===== config.mk =====
export PLATFORM = sky130hd
export DESIGN_NAME = usb_link_watch
export DESIGN_NICKNAME = d
export VERILOG_FILES = /design/src/rtl/usb_lw_pkg.sv /design/src/rtl/usb_lw_run_cnt.sv /design/src/rtl/usb_lw_line_timer.sv /design/src/rtl/usb_lw_wake_seq.sv /design/src/rtl/usb_lw_dev_fsm.sv /design/src/rtl/usb_link_watch.sv
export SDC_FILE = /design/constraint.sdc
export NUM_CORES = 1
export LEC_CHECK = 0
export ABC_AREA = 1
export BUFFER_PORTS_ARGS = -buffer_cell sky130_fd_sc_hd__buf_2
export CORE_UTILIZATION = 55
export CTS_BUF_LIST = sky130_fd_sc_hd__clkbuf_2 sky130_fd_sc_hd__clkbuf_4 sky130_fd_sc_hd__clkbuf_8
export DETAILED_ROUTE_END_ITERATION = 12
export PLACE_DENSITY = 0.77
export SKIP_CTS_REPAIR_TIMING = 1
export SYNTH_ARGS = -nofsm -noshare
export SYNTH_HDL_FRONTEND = slang
export SYNTH_SLANG_ARGS = --single-unit

===== constraint.sdc =====
create_clock -name clk -period 2.35 [get_ports clk]
set_input_delay 0.47 -clock clk [delete_from_list [all_inputs] [get_ports clk]]
set_output_delay 0.47 -clock clk [all_outputs]
set_load 0.02 [all_outputs]

===== src/rtl/usb_lw_pkg.sv =====
package usb_lw_pkg;

  typedef enum logic [1:0] {
    DS_DEFAULT    = 2'd0,
    DS_ADDRESS    = 2'd1,
    DS_CONFIGURED = 2'd2,
    DS_SUSP_CFG   = 2'd3
  } dev_state_e;

  typedef enum logic [1:0] {
    WK_IDLE  = 2'd0,
    WK_WAIT  = 2'd1,
    WK_DRIVE = 2'd2
  } wake_state_e;

  localparam logic [1:0] LN_SE0 = 2'b00;
  localparam logic [1:0] LN_J   = 2'b01;
  localparam logic [1:0] LN_K   = 2'b10;

  localparam int STAT_W   = 3;
  localparam int ST_SUSP  = 0;
  localparam int ST_HRES  = 1;
  localparam int ST_WDONE = 2;

endpackage


===== src/rtl/usb_lw_run_cnt.sv =====
module usb_lw_run_cnt #(
  parameter int LIMIT = 4,
  parameter int W     = $clog2(LIMIT + 1)
) (
  input  logic         clk,
  input  logic         rst,
  input  logic         run,
  output logic [W-1:0] cnt
);

  localparam logic [W-1:0] TOP = W'(LIMIT);

  // counts consecutive cycles with run high, holds at LIMIT
  always_ff @(posedge clk) begin
    if (rst || !run) begin
      cnt <= '0;
    end else if (cnt != TOP) begin
      cnt <= cnt + 1'b1;
    end
  end

endmodule


===== src/rtl/usb_lw_line_timer.sv =====
module usb_lw_line_timer
  import usb_lw_pkg::*;
#(
  parameter int RESET_CYC    = 121,
  parameter int SUSP_CYC     = 144000,
  parameter int IDLE_MIN_CYC = 240000
) (
  input  logic       clk,
  input  logic       rst,
  input  logic [1:0] line_in,
  input  logic       tx_active,
  output logic       line_act,
  output logic       se0_hit,
  output logic       idle_hit,
  output logic       idle_ok
);

  localparam int SW = $clog2(RESET_CYC + 1);
  localparam int IW = $clog2(IDLE_MIN_CYC + 1);
  localparam logic [SW-1:0] SE0_LAST  = SW'(RESET_CYC - 1);
  localparam logic [IW-1:0] SUSP_LAST = IW'(SUSP_CYC - 1);
  localparam logic [IW-1:0] IDLE_FULL = IW'(IDLE_MIN_CYC);

  logic [1:0]    line_q;
  logic          is_j;
  logic          is_se0;
  logic [SW-1:0] se0_cnt;
  logic [IW-1:0] idle_cnt;

  // one register stage on the decoded line; reset value is non-idle
  always_ff @(posedge clk) begin
    if (rst) line_q <= LN_K;
    else     line_q <= line_in;
  end

  assign is_j   = (line_q == LN_J)   && !tx_active;
  assign is_se0 = (line_q == LN_SE0) && !tx_active;

  usb_lw_run_cnt #(.LIMIT(RESET_CYC), .W(SW)) u_se0_cnt (
    .clk (clk),
    .rst (rst),
    .run (is_se0),
    .cnt (se0_cnt)
  );

  usb_lw_run_cnt #(.LIMIT(IDLE_MIN_CYC), .W(IW)) u_idle_cnt (
    .clk (clk),
    .rst (rst),
    .run (is_j),
    .cnt (idle_cnt)
  );

  assign line_act = (line_q != LN_J) && !tx_active;
  assign se0_hit  = is_se0 && (se0_cnt == SE0_LAST);
  assign idle_hit = is_j && (idle_cnt == SUSP_LAST);
  assign idle_ok  = is_j && (idle_cnt == IDLE_FULL);

  // a reset hit is reported once per SE0 stretch
  assert_reset_once_R2: assert property (@(posedge clk) disable iff (rst)
    se0_hit |=> !se0_hit);

  // suspend fires once per idle stretch
  assert_suspend_once_R4: assert property (@(posedge clk) disable iff (rst)
    idle_hit |=> !idle_hit);

endmodule


===== src/rtl/usb_lw_wake_seq.sv =====
module usb_lw_wake_seq
  import usb_lw_pkg::*;
#(
  parameter int WAKE_K_CYC = 480000
) (
  input  logic clk,
  input  logic rst,
  input  logic wake_req,
  input  logic in_susp_cfg,
  input  logic line_act,
  input  logic idle_ok,
  output logic drive_k,
  output logic wake_done
);

  localparam int KW = $clog2(WAKE_K_CYC);
  localparam logic [KW-1:0] K_LAST = KW'(WAKE_K_CYC - 1);

  wake_state_e   st_q;
  logic [KW-1:0] k_cnt;

  always_ff @(posedge clk) begin
    if (rst) begin
      st_q  <= WK_IDLE;
      k_cnt <= '0;
    end else begin
      case (st_q)
        WK_IDLE: begin
          if (wake_req && in_susp_cfg && !line_act) st_q <= WK_WAIT;
        end
        WK_WAIT: begin
          if (line_act || !in_susp_cfg) begin
            st_q <= WK_IDLE;
          end else if (idle_ok) begin
            st_q  <= WK_DRIVE;
            k_cnt <= '0;
          end
        end
        WK_DRIVE: begin
          if (k_cnt == K_LAST) st_q  <= WK_IDLE;
          else                 k_cnt <= k_cnt + 1'b1;
        end
        default: st_q <= WK_IDLE;
      endcase
    end
  end

  assign drive_k   = (st_q == WK_DRIVE);
  assign wake_done = (st_q == WK_DRIVE) && (k_cnt == K_LAST);

  // each K burst starts from a fresh length count
  assert_k_start_clean_R8: assert property (@(posedge clk) disable iff (rst)
    $rose(drive_k) |-> (k_cnt == '0));

  // activity during the hold-off drops the request
  assert_wait_cancel_R9: assert property (@(posedge clk) disable iff (rst)
    (st_q == WK_WAIT && line_act) |=> (st_q == WK_IDLE));

endmodule


===== src/rtl/usb_lw_dev_fsm.sv =====
module usb_lw_dev_fsm
  import usb_lw_pkg::*;
#(
  parameter int ADDR_W = 7,
  parameter int CFG_W  = 8
) (
  input  logic              clk,
  input  logic              rst,
  input  logic              se0_hit,
  input  logic              idle_hit,
  input  logic              line_act,
  input  logic              wake_done,
  input  logic              addr_we,
  input  logic [ADDR_W-1:0] addr_wdata,
  input  logic              cfg_we,
  input  logic [CFG_W-1:0]  cfg_wdata,
  input  logic [STAT_W-1:0] status_clr,
  output logic [1:0]        dev_state,
  output logic [ADDR_W-1:0] dev_addr,
  output logic [CFG_W-1:0]  cfg_value,
  output logic [STAT_W-1:0] status,
  output logic              suspended,
  output logic              bus_reset_p,
  output logic              suspend_p,
  output logic              host_resume_p,
  output logic              resume_done_p
);

  dev_state_e        st_q;
  logic [STAT_W-1:0] st_set;
  logic              go_susp;
  logic              go_resume;

  assign go_susp   = idle_hit && !suspended;
  assign go_resume = line_act && suspended;

  assign st_set[ST_SUSP]  = go_susp;
  assign st_set[ST_HRES]  = go_resume;
  assign st_set[ST_WDONE] = wake_done;

  assign dev_state = st_q;

  // status bits: bus reset clears, set beats a same-cycle clear
  for (genvar b = 0; b < STAT_W; b++) begin : g_stat
    always_ff @(posedge clk) begin
      if (rst || se0_hit) status[b] <= 1'b0;
      else                status[b] <= st_set[b] | (status[b] & ~status_clr[b]);
    end
  end

  // configuration value survives bus reset
  always_ff @(posedge clk) begin
    if (rst)         cfg_value <= '0;
    else if (cfg_we) cfg_value <= cfg_wdata;
  end

  always_ff @(posedge clk) begin
    if (rst) begin
      st_q          <= DS_DEFAULT;
      dev_addr      <= '0;
      suspended     <= 1'b0;
      bus_reset_p   <= 1'b0;
      suspend_p     <= 1'b0;
      host_resume_p <= 1'b0;
      resume_done_p <= 1'b0;
    end else begin
      bus_reset_p   <= se0_hit;
      suspend_p     <= go_susp;
      host_resume_p <= go_resume;
      resume_done_p <= wake_done;
      if (se0_hit) begin
        st_q      <= DS_DEFAULT;
        dev_addr  <= '0;
        suspended <= 1'b0;
      end else if (wake_done) begin
        st_q      <= DS_CONFIGURED;
        suspended <= 1'b0;
      end else if (go_resume) begin
        suspended <= 1'b0;
        if (st_q == DS_SUSP_CFG) st_q <= DS_CONFIGURED;
      end else if (go_susp) begin
        suspended <= 1'b1;
        if (st_q == DS_CONFIGURED) st_q <= DS_SUSP_CFG;
      end else if (!suspended) begin
        if (addr_we && (st_q == DS_DEFAULT || st_q == DS_ADDRESS)) begin
          dev_addr <= addr_wdata;
          st_q     <= (addr_wdata != '0) ? DS_ADDRESS : DS_DEFAULT;
        end else if (cfg_we) begin
          if (st_q == DS_ADDRESS && cfg_wdata != '0)         st_q <= DS_CONFIGURED;
          else if (st_q == DS_CONFIGURED && cfg_wdata == '0) st_q <= DS_ADDRESS;
        end
      end
    end
  end

  assert_reset_clears_R3: assert property (@(posedge clk) disable iff (rst)
    bus_reset_p |-> (dev_addr == '0 && status == '0 &&
                     st_q == DS_DEFAULT && !suspended));

  assert_cfg_kept_R3: assert property (@(posedge clk) disable iff (rst)
    (bus_reset_p && !$past(cfg_we)) |-> $stable(cfg_value));

  assert_suspend_enter_R4: assert property (@(posedge clk) disable iff (rst)
    suspend_p |-> (suspended && status[ST_SUSP]));

  assert_susp_cfg_flag_R4: assert property (@(posedge clk) disable iff (rst)
    (st_q == DS_SUSP_CFG) |-> suspended);

  assert_resume_exit_R5: assert property (@(posedge clk) disable iff (rst)
    host_resume_p |-> (!suspended && status[ST_HRES] && st_q != DS_SUSP_CFG));

endmodule


===== src/rtl/usb_link_watch.sv =====
module usb_link_watch
  import usb_lw_pkg::*;
#(
  parameter int RESET_CYC    = 121,
  parameter int SUSP_CYC     = 144000,
  parameter int IDLE_MIN_CYC = 240000,
  parameter int WAKE_K_CYC   = 480000,
  parameter int ADDR_W       = 7,
  parameter int CFG_W        = 8
) (
  input  logic              clk,
  input  logic              rst,
  input  logic [1:0]        line_state,
  input  logic              addr_we,
  input  logic [ADDR_W-1:0] addr_wdata,
  input  logic              cfg_we,
  input  logic [CFG_W-1:0]  cfg_wdata,
  input  logic [STAT_W-1:0] status_clr,
  input  logic              wake_req,
  output logic [1:0]        dev_state,
  output logic [ADDR_W-1:0] dev_addr,
  output logic [CFG_W-1:0]  cfg_value,
  output logic [STAT_W-1:0] status,
  output logic              suspended,
  output logic              bus_reset_p,
  output logic              suspend_p,
  output logic              host_resume_p,
  output logic              resume_done_p,
  output logic              drive_k
);

  logic line_act;
  logic se0_hit;
  logic idle_hit;
  logic idle_ok;
  logic wake_done;
  logic in_susp_cfg;

  assign in_susp_cfg = (dev_state == DS_SUSP_CFG);

  usb_lw_line_timer #(
    .RESET_CYC    (RESET_CYC),
    .SUSP_CYC     (SUSP_CYC),
    .IDLE_MIN_CYC (IDLE_MIN_CYC)
  ) u_timer (
    .clk       (clk),
    .rst       (rst),
    .line_in   (line_state),
    .tx_active (drive_k),
    .line_act  (line_act),
    .se0_hit   (se0_hit),
    .idle_hit  (idle_hit),
    .idle_ok   (idle_ok)
  );

  usb_lw_wake_seq #(.WAKE_K_CYC(WAKE_K_CYC)) u_wake (
    .clk         (clk),
    .rst         (rst),
    .wake_req    (wake_req),
    .in_susp_cfg (in_susp_cfg),
    .line_act    (line_act),
    .idle_ok     (idle_ok),
    .drive_k     (drive_k),
    .wake_done   (wake_done)
  );

  usb_lw_dev_fsm #(.ADDR_W(ADDR_W), .CFG_W(CFG_W)) u_fsm (
    .clk           (clk),
    .rst           (rst),
    .se0_hit       (se0_hit),
    .idle_hit      (idle_hit),
    .line_act      (line_act),
    .wake_done     (wake_done),
    .addr_we       (addr_we),
    .addr_wdata    (addr_wdata),
    .cfg_we        (cfg_we),
    .cfg_wdata     (cfg_wdata),
    .status_clr    (status_clr),
    .dev_state     (dev_state),
    .dev_addr      (dev_addr),
    .cfg_value     (cfg_value),
    .status        (status),
    .suspended     (suspended),
    .bus_reset_p   (bus_reset_p),
    .suspend_p     (suspend_p),
    .host_resume_p (host_resume_p),
    .resume_done_p (resume_done_p)
  );

  assert_k_after_idle_R7: assert property (@(posedge clk) disable iff (rst)
    $rose(drive_k) |-> $past(idle_ok));

  assert_k_in_susp_R6: assert property (@(posedge clk) disable iff (rst)
    drive_k |-> (dev_state == DS_SUSP_CFG));

  assert_done_after_k_R8: assert property (@(posedge clk) disable iff (rst)
    resume_done_p |-> ($past(drive_k) && !drive_k));

  assert_events_exclusive_R2: assert property (@(posedge clk) disable iff (rst)
    $onehot0({bus_reset_p, suspend_p, host_resume_p, resume_done_p}));

endmodule


==> Word level (Yosys, flattened, before mapping) <==
Cells that the tools add are included.
{ "totals": {"regBits": 73, "in_bits": 25, "out_inout_bits": 26} }
{ "op_classes": {"add_sub_neg": 3, "eq_ne": 25, "muxes": 20, "bitwise_logic": 13, "n_reduce_logical": 44} }
{ "op_table": {"columns": ["operator", "n"], "rows": [
  ["19-bit 2-to-1 mux", 3],
  ["19-bit one-hot mux with 2 select lines", 1],
  ["18-bit == test (second input constant)", 2],
  ["2-bit 2-to-1 mux", 14],
  ["19-bit by 1-bit adder with 19-bit output (second input constant)", 1],
  ["19-bit == test (second input constant)", 1],
  ["18-bit by 1-bit adder with 18-bit output (second input constant)", 1],
  ["18-bit != test (second input constant)", 1],
  ["5-bit AND reduction", 3],
  ["1-bit logical AND", 14],
  ["5-bit nonzero test", 2],
  ["8-bit zero test", 1],
  ["2-bit != test (second input constant)", 4],
  ["4-bit by 3-bit != test with 1-bit output (second input constant)", 2],
  ["8-bit nonzero test", 1],
  ["7-bit by 1-bit adder with 7-bit output (second input constant)", 1],
  ["7-bit == test (second input constant)", 1],
  ["7-bit != test (second input constant)", 1],
  ["1-bit inverter", 7],
  ["7-bit nonzero test", 1],
  ["2-bit by 1-bit == test with 1-bit output (second input constant)", 3],
  ["2-bit == test (second input constant)", 3],
  ["1-bit zero test", 6],
  ["2-bit zero test", 3],
  ["other kinds (16)", 28]
]} }

==> Longest topological paths before layout <==
{ "depth": {"depth_word": 10, "ltp_mapped": 16, "ltp_nobuf": 15} }

==> Modules after synthesis <==
A second synthesis with hierarchy kept.
{ "unflattened": {"hier_cells": 642, "hier_area_um2": 4083.9} }
{ "modules_own_cells": {"columns": ["module", "n_inst", "cells_each", "area_each_um2", "seq_area_each_um2"], "rows": [
  ["usb_lw_wake_seq", 1, 225, 1387.6, 420.4],
  ["usb_lw_run_cnt (u_timer.u_idle_cnt)", 1, 161, 1018.5, 360.3],
  ["usb_lw_dev_fsm", 1, 140, 1011.0, 500.5],
  ["usb_lw_run_cnt (u_timer.u_se0_cnt)", 1, 52, 367.9, 140.1],
  ["usb_lw_line_timer", 1, 62, 291.5, 40.0],
  ["usb_link_watch", 1, 2, 7.5, 0.0]
]} }

==> Worst setup path after synthesis <==
OpenSTA, ideal clock, no wires.
{ "synth_timing": {"path_type": "register to register", "start": "reg u_wake.k_cnt[0]", "end": "reg u_wake.k_cnt[12]", "setup_ns": 0.068, "arrival_ns": 1.505, "setup_slack_ns": 0.777, "stages_incl_launch_ff": 13, "path_buffers": 1, "path_cell_list": "dfxtp_1 > ha_1 > nand3_1 > inv_2 > nand2_1 > inv_2 > nand3_1 > nand2_1 > nand2_2 > nand2_4 > buf_6 > nand2_1 > a21oi_2"} }
{ "synth_between": {"elab_chain_cells": 3, "word_cells_on_any_way": 6} }
{ "synth_rtl": {"columns": ["element", "line_no", "rtl"], "rows": [
  ["from (decl)", "usb_lw_wake_seq.sv:20", "logic [KW-1:0] k_cnt;"],
  ["from (signal assigned)", "usb_lw_wake_seq.sv:41", "else k_cnt <= k_cnt + 1'b1;"],
  ["19-bit by 1-bit adder with 19-bit output or 19-bit == test (tied branches)", "usb_lw_wake_seq.sv:41, usb_lw_wake_seq.sv:40", null],
  ["19-bit 2-to-1 mux or 2-bit != test (tied branches)", null, null],
  ["19-bit one-hot mux with 2 select lines or 4-bit AND reduction (tied branches)", null, null]
]} }
Several ways; a longest one is shown, not always the timed one. The select of a mux whose other input is x is not followed.
A chain may end at the register's enable or synchronous reset.

==> Worst setup path after layout <==
{ "layout_timing": {"start": "reg u_wake.st_q[0]", "end": "out drive_k"} }
{ "layout_between": {"elab_chain_cells": 1} }
{ "layout_rtl": {"columns": ["element", "line_no", "rtl"], "rows": [
  ["from (decl)", "usb_lw_wake_seq.sv:19", "wake_state_e st_q;"],
  ["from (signal assigned)", "usb_lw_wake_seq.sv:24", "st_q <= WK_IDLE;"],
  ["from (signal assigned)", "usb_lw_wake_seq.sv:29", "if (wake_req && in_susp_cfg && !line_act) st_q <= WK_WAIT;"],
  ["from (signal assigned)", "usb_lw_wake_seq.sv:33", "st_q <= WK_IDLE;"],
  ["2-bit == test", "usb_lw_wake_seq.sv:48", "assign drive_k = (st_q == WK_DRIVE);"],
  ["to (decl)", "usb_link_watch.sv:29", "output logic drive_k"]
]} }
Every way passes these cells.

==> reports/qor.txt <==
Clock-pin slew on the worst setup and hold paths - 0.08 ns
Num CTS Buffers - 9
Critical Path AT - 1.54 ns
Synth Area in XOR/XNOR - 2.593%
Worst-Skew Late Latency - 0.34 ns
Starting Density - 57.86%
Initial antenna violation count - 0
Cell with the most instances on the worst path - inv_1
Final max-slew violation count - 0
Post-layout min period - 2.008 ns
RSZ-0062 raised after global routing - no
Crit path max fanout - 11
Post-place instance area - 4029 um2
Synth Net Count - 596
Clk sinks - 73
Worst slew pin tran - 0.5717 ns
Fmax - 498.0 MHz
Violated checks - DRC
Yosys reg bits - 73
CP top delay family - buffers and inverters
# diodes - 0
DRT Wirelength - 8.347 mm
CP Cell Sequence - inv_1, nand2_2, inv_1, buf_4, buf_2
Crit path kind - reg2out
Tcrit/Tclk final - 85.45%
Worst Path Buf+Inv - 4
Max-cap violations - 0
Syn Area/Cell - 6.577 um2
Die span in x - 84.20 um
CTS root buf - clkbuf_8
DR pass1 iterations - 9
Adder-cell share of the synthesized area - 2.020%
R2R setup slack - 0.38 ns
Die area - 7089 um2
Pwr dens - 569.6 nW/um2
Largest family of logic cells by synthesized area - simple AND/OR/NAND/NOR gates
Chip height - 84.20 um
Hold Violations, Final - 0
Total grt overflow - 0
First-pass GRT wire length - 14.16 mm
Remaining antenna violation count after routing - 0
Crit-path slowest cell - dfxtp_1
Post-synthesis sequential area ratio - 39.33%
Crit. End Element - primary output
Vias in the first global route - 3187
Static leakage - 1.705 nW
Worst VDD drop - 0.0004325 V
IO Port Bufs - 50
Mux contribution to synthesized area - 0%
CORE AREA - 6422 um2
Via density - 5.164
Tot GR Track Use - 24.83%
Fin Clk Skew - 0.007305 ns
Max incr delay on CP - 0.31 ns
Post-route setup TNS - 0 ns
Dpl ws - 0.2451 ns
Top-Level Pins - 51
DP Wirelength - 6.382 mm
Final nets - 650
Synth Area in Compound Gates - 9.562%
Worst Slack Setup Final - 0.3420 ns
Row cnt - 29
CTS tree - built
Final Setup Violations - 0
Area of the mapped netlist - 3716 um2
Vias - 3620
Startpoint types - register
WL/cell - 11.91 um
DR iter-0 viols - 226
Simple-gate area share of the yosys netlist - 37.71%
Worst Path Required - 1.88 ns
Rel. slew slack - 61.54%
Post-route cell area - 4230 um2
Bufs on Longest Clock Path - 2
Final routed DRC violation total - 8
Status - finished, violations left
YS warnings - 0
H-tree lvl count - 3
Largest net degree at the start of global routing - 24
Min-delay worst type - in2reg
Post-Synthesis Cells - 565
RePlAce Congestion - 0.9617
Area Overhead vs Synth - 13.84%
Distinct cells, synth - 33
Share of cells above drive strength 1 - 15.22%
[sequential cells by signal, indices dropped and copies added, names as in the netlist, 2 cells and up]
signal	count
u_fsm.cfg_value	8
u_fsm.dev_addr	7
u_fsm.dev_state	2
u_fsm.status	3
u_timer.line_q	2
u_timer.u_idle_cnt.cnt	18
u_timer.u_se0_cnt.cnt	7
u_wake.k_cnt	19
u_wake.st_q	2
[worst register-to-register path, cell delays in order (launching register included)]
cell and delay (ns):
dfxtp_1 0.33, inv_1 0.06, nand2_2 0.18, inv_1 0.20
nor3_1 0.34, nand2_1 0.18, nand2_1 0.19, inv_1 0.15
nand2_1 0.12, inv_1 0.04, nand2_1 0.05, nor2_1 0.04
[where the power goes]
group | internal [W] | switching [W]
logic | 0.0000561 | 0.000102
registers | 0.00126 | 0.0000137
clock network | 0.000506 | 0.000472
total | 0.00182 | 0.000588
[kinds of logic after synthesis]
kind of cell	count (synthesis)
flops	73
buf+inv	82
compound gates	67
fa+ha+maj	6
simple gates	326
xor+xnor	11
[layout make-up]
type,instances,area [um2]
Clock buffer,10,131.4
Clock inverter,6,67.56
Fill cell,592,2192
Multi-Input combinational cell,410,1931
Inverter,72,270.3
Timing Repair Buffer,53,272.8
Sequential cell,73,1461
Tap cell,77,96.34
[stage by stage]
step,instances,hold WS (ns),util [%],power [W]
2_1_floorplan,565,0.4522,-,0.001400
3_3_place_gp,685,0.4573,62.73,0.001458
3_5_place_dp,685,0.4662,62.73,0.001462
4_1_cts,701,0.3239,65.83,0.002426
5_1_grt,701,0.3269,65.87,0.002505
6_report,701,0.3328,65.87,0.002410
[cell usage after synthesis (all sizes together)]
library cell / instances / share of area [%]
nand3: 44 / 6.1
and3: 1 / 0.17
a31oi: 3 / 0.51
a21oi: 39 / 5.6
dfxtp: 73 / 39
nor3: 20 / 2.8
nand4: 9 / 1.5
o21ai: 23 / 3.1
inv: 72 / 7.3
nor2: 109 / 11
a211oi: 1 / 0.20
xor2: 8 / 1.9
nand3b: 1 / 0.20
or2: 8 / 1.3
o21a: 1 / 0.20
clkbuf: 5 / 0.51
ha: 6 / 2.0
buf: 5 / 1.0
xnor2: 3 / 0.71
nor4: 3 / 0.51
nand2: 130 / 13
nor3b: 1 / 0.20
[worst paths after layout]
path	startpoint	end	cells after the start
worst max-delay path	u_wake.st_q[0]$_SDFFE_PP0P_	drive_k	5
worst min-delay path	line_state[1]	u_timer.line_q[1]$_SDFF_PP1_	2
worst max register to register	u_wake.st_q[0]$_SDFFE_PP0P_	u_fsm.dev_state[0]$_SDFFE_PP0P_	11
worst min register to register	u_fsm.status[0]$_SDFF_PP0_	u_fsm.status[0]$_SDFF_PP0_	2
[cells in the final DEF, fill, tap and decap left out, types with 5 or more instances in the layout]
| cell type | instances |
|---|---|
| or2_2 | 8 |
| ha_1 | 6 |
| buf_2 | 50 |
| o21ai_0 | 22 |
| clkbuf_8 | 9 |
| dfxtp_1 | 73 |
| xor2_1 | 8 |
| a21oi_1 | 36 |
| inv_1 | 67 |
| nand2_1 | 126 |
| nand3_1 | 43 |
| inv_2 | 5 |
| nand4_1 | 9 |
| nor2_1 | 105 |
| nor3_1 | 19 |
[per-layer routing]
| metal | share of wire, % | up-vias | track usage, % | wire length [um] |
|---|---|---|---|---|
| li1 | - | 1903 | - | - |
| met1 | 46 | 1605 | 33.06 | 3875 |
| met2 | 47 | 102 | 41.13 | 3920 |
| met3 | 5.0 | 10 | 3.147 | 418 |
| met4 | 1.6 | 0 | 9.875 | 132 |
| met5 | 0 | - | 0 | 0 |
No activity file was read; power rests on OpenSTA's default activity.
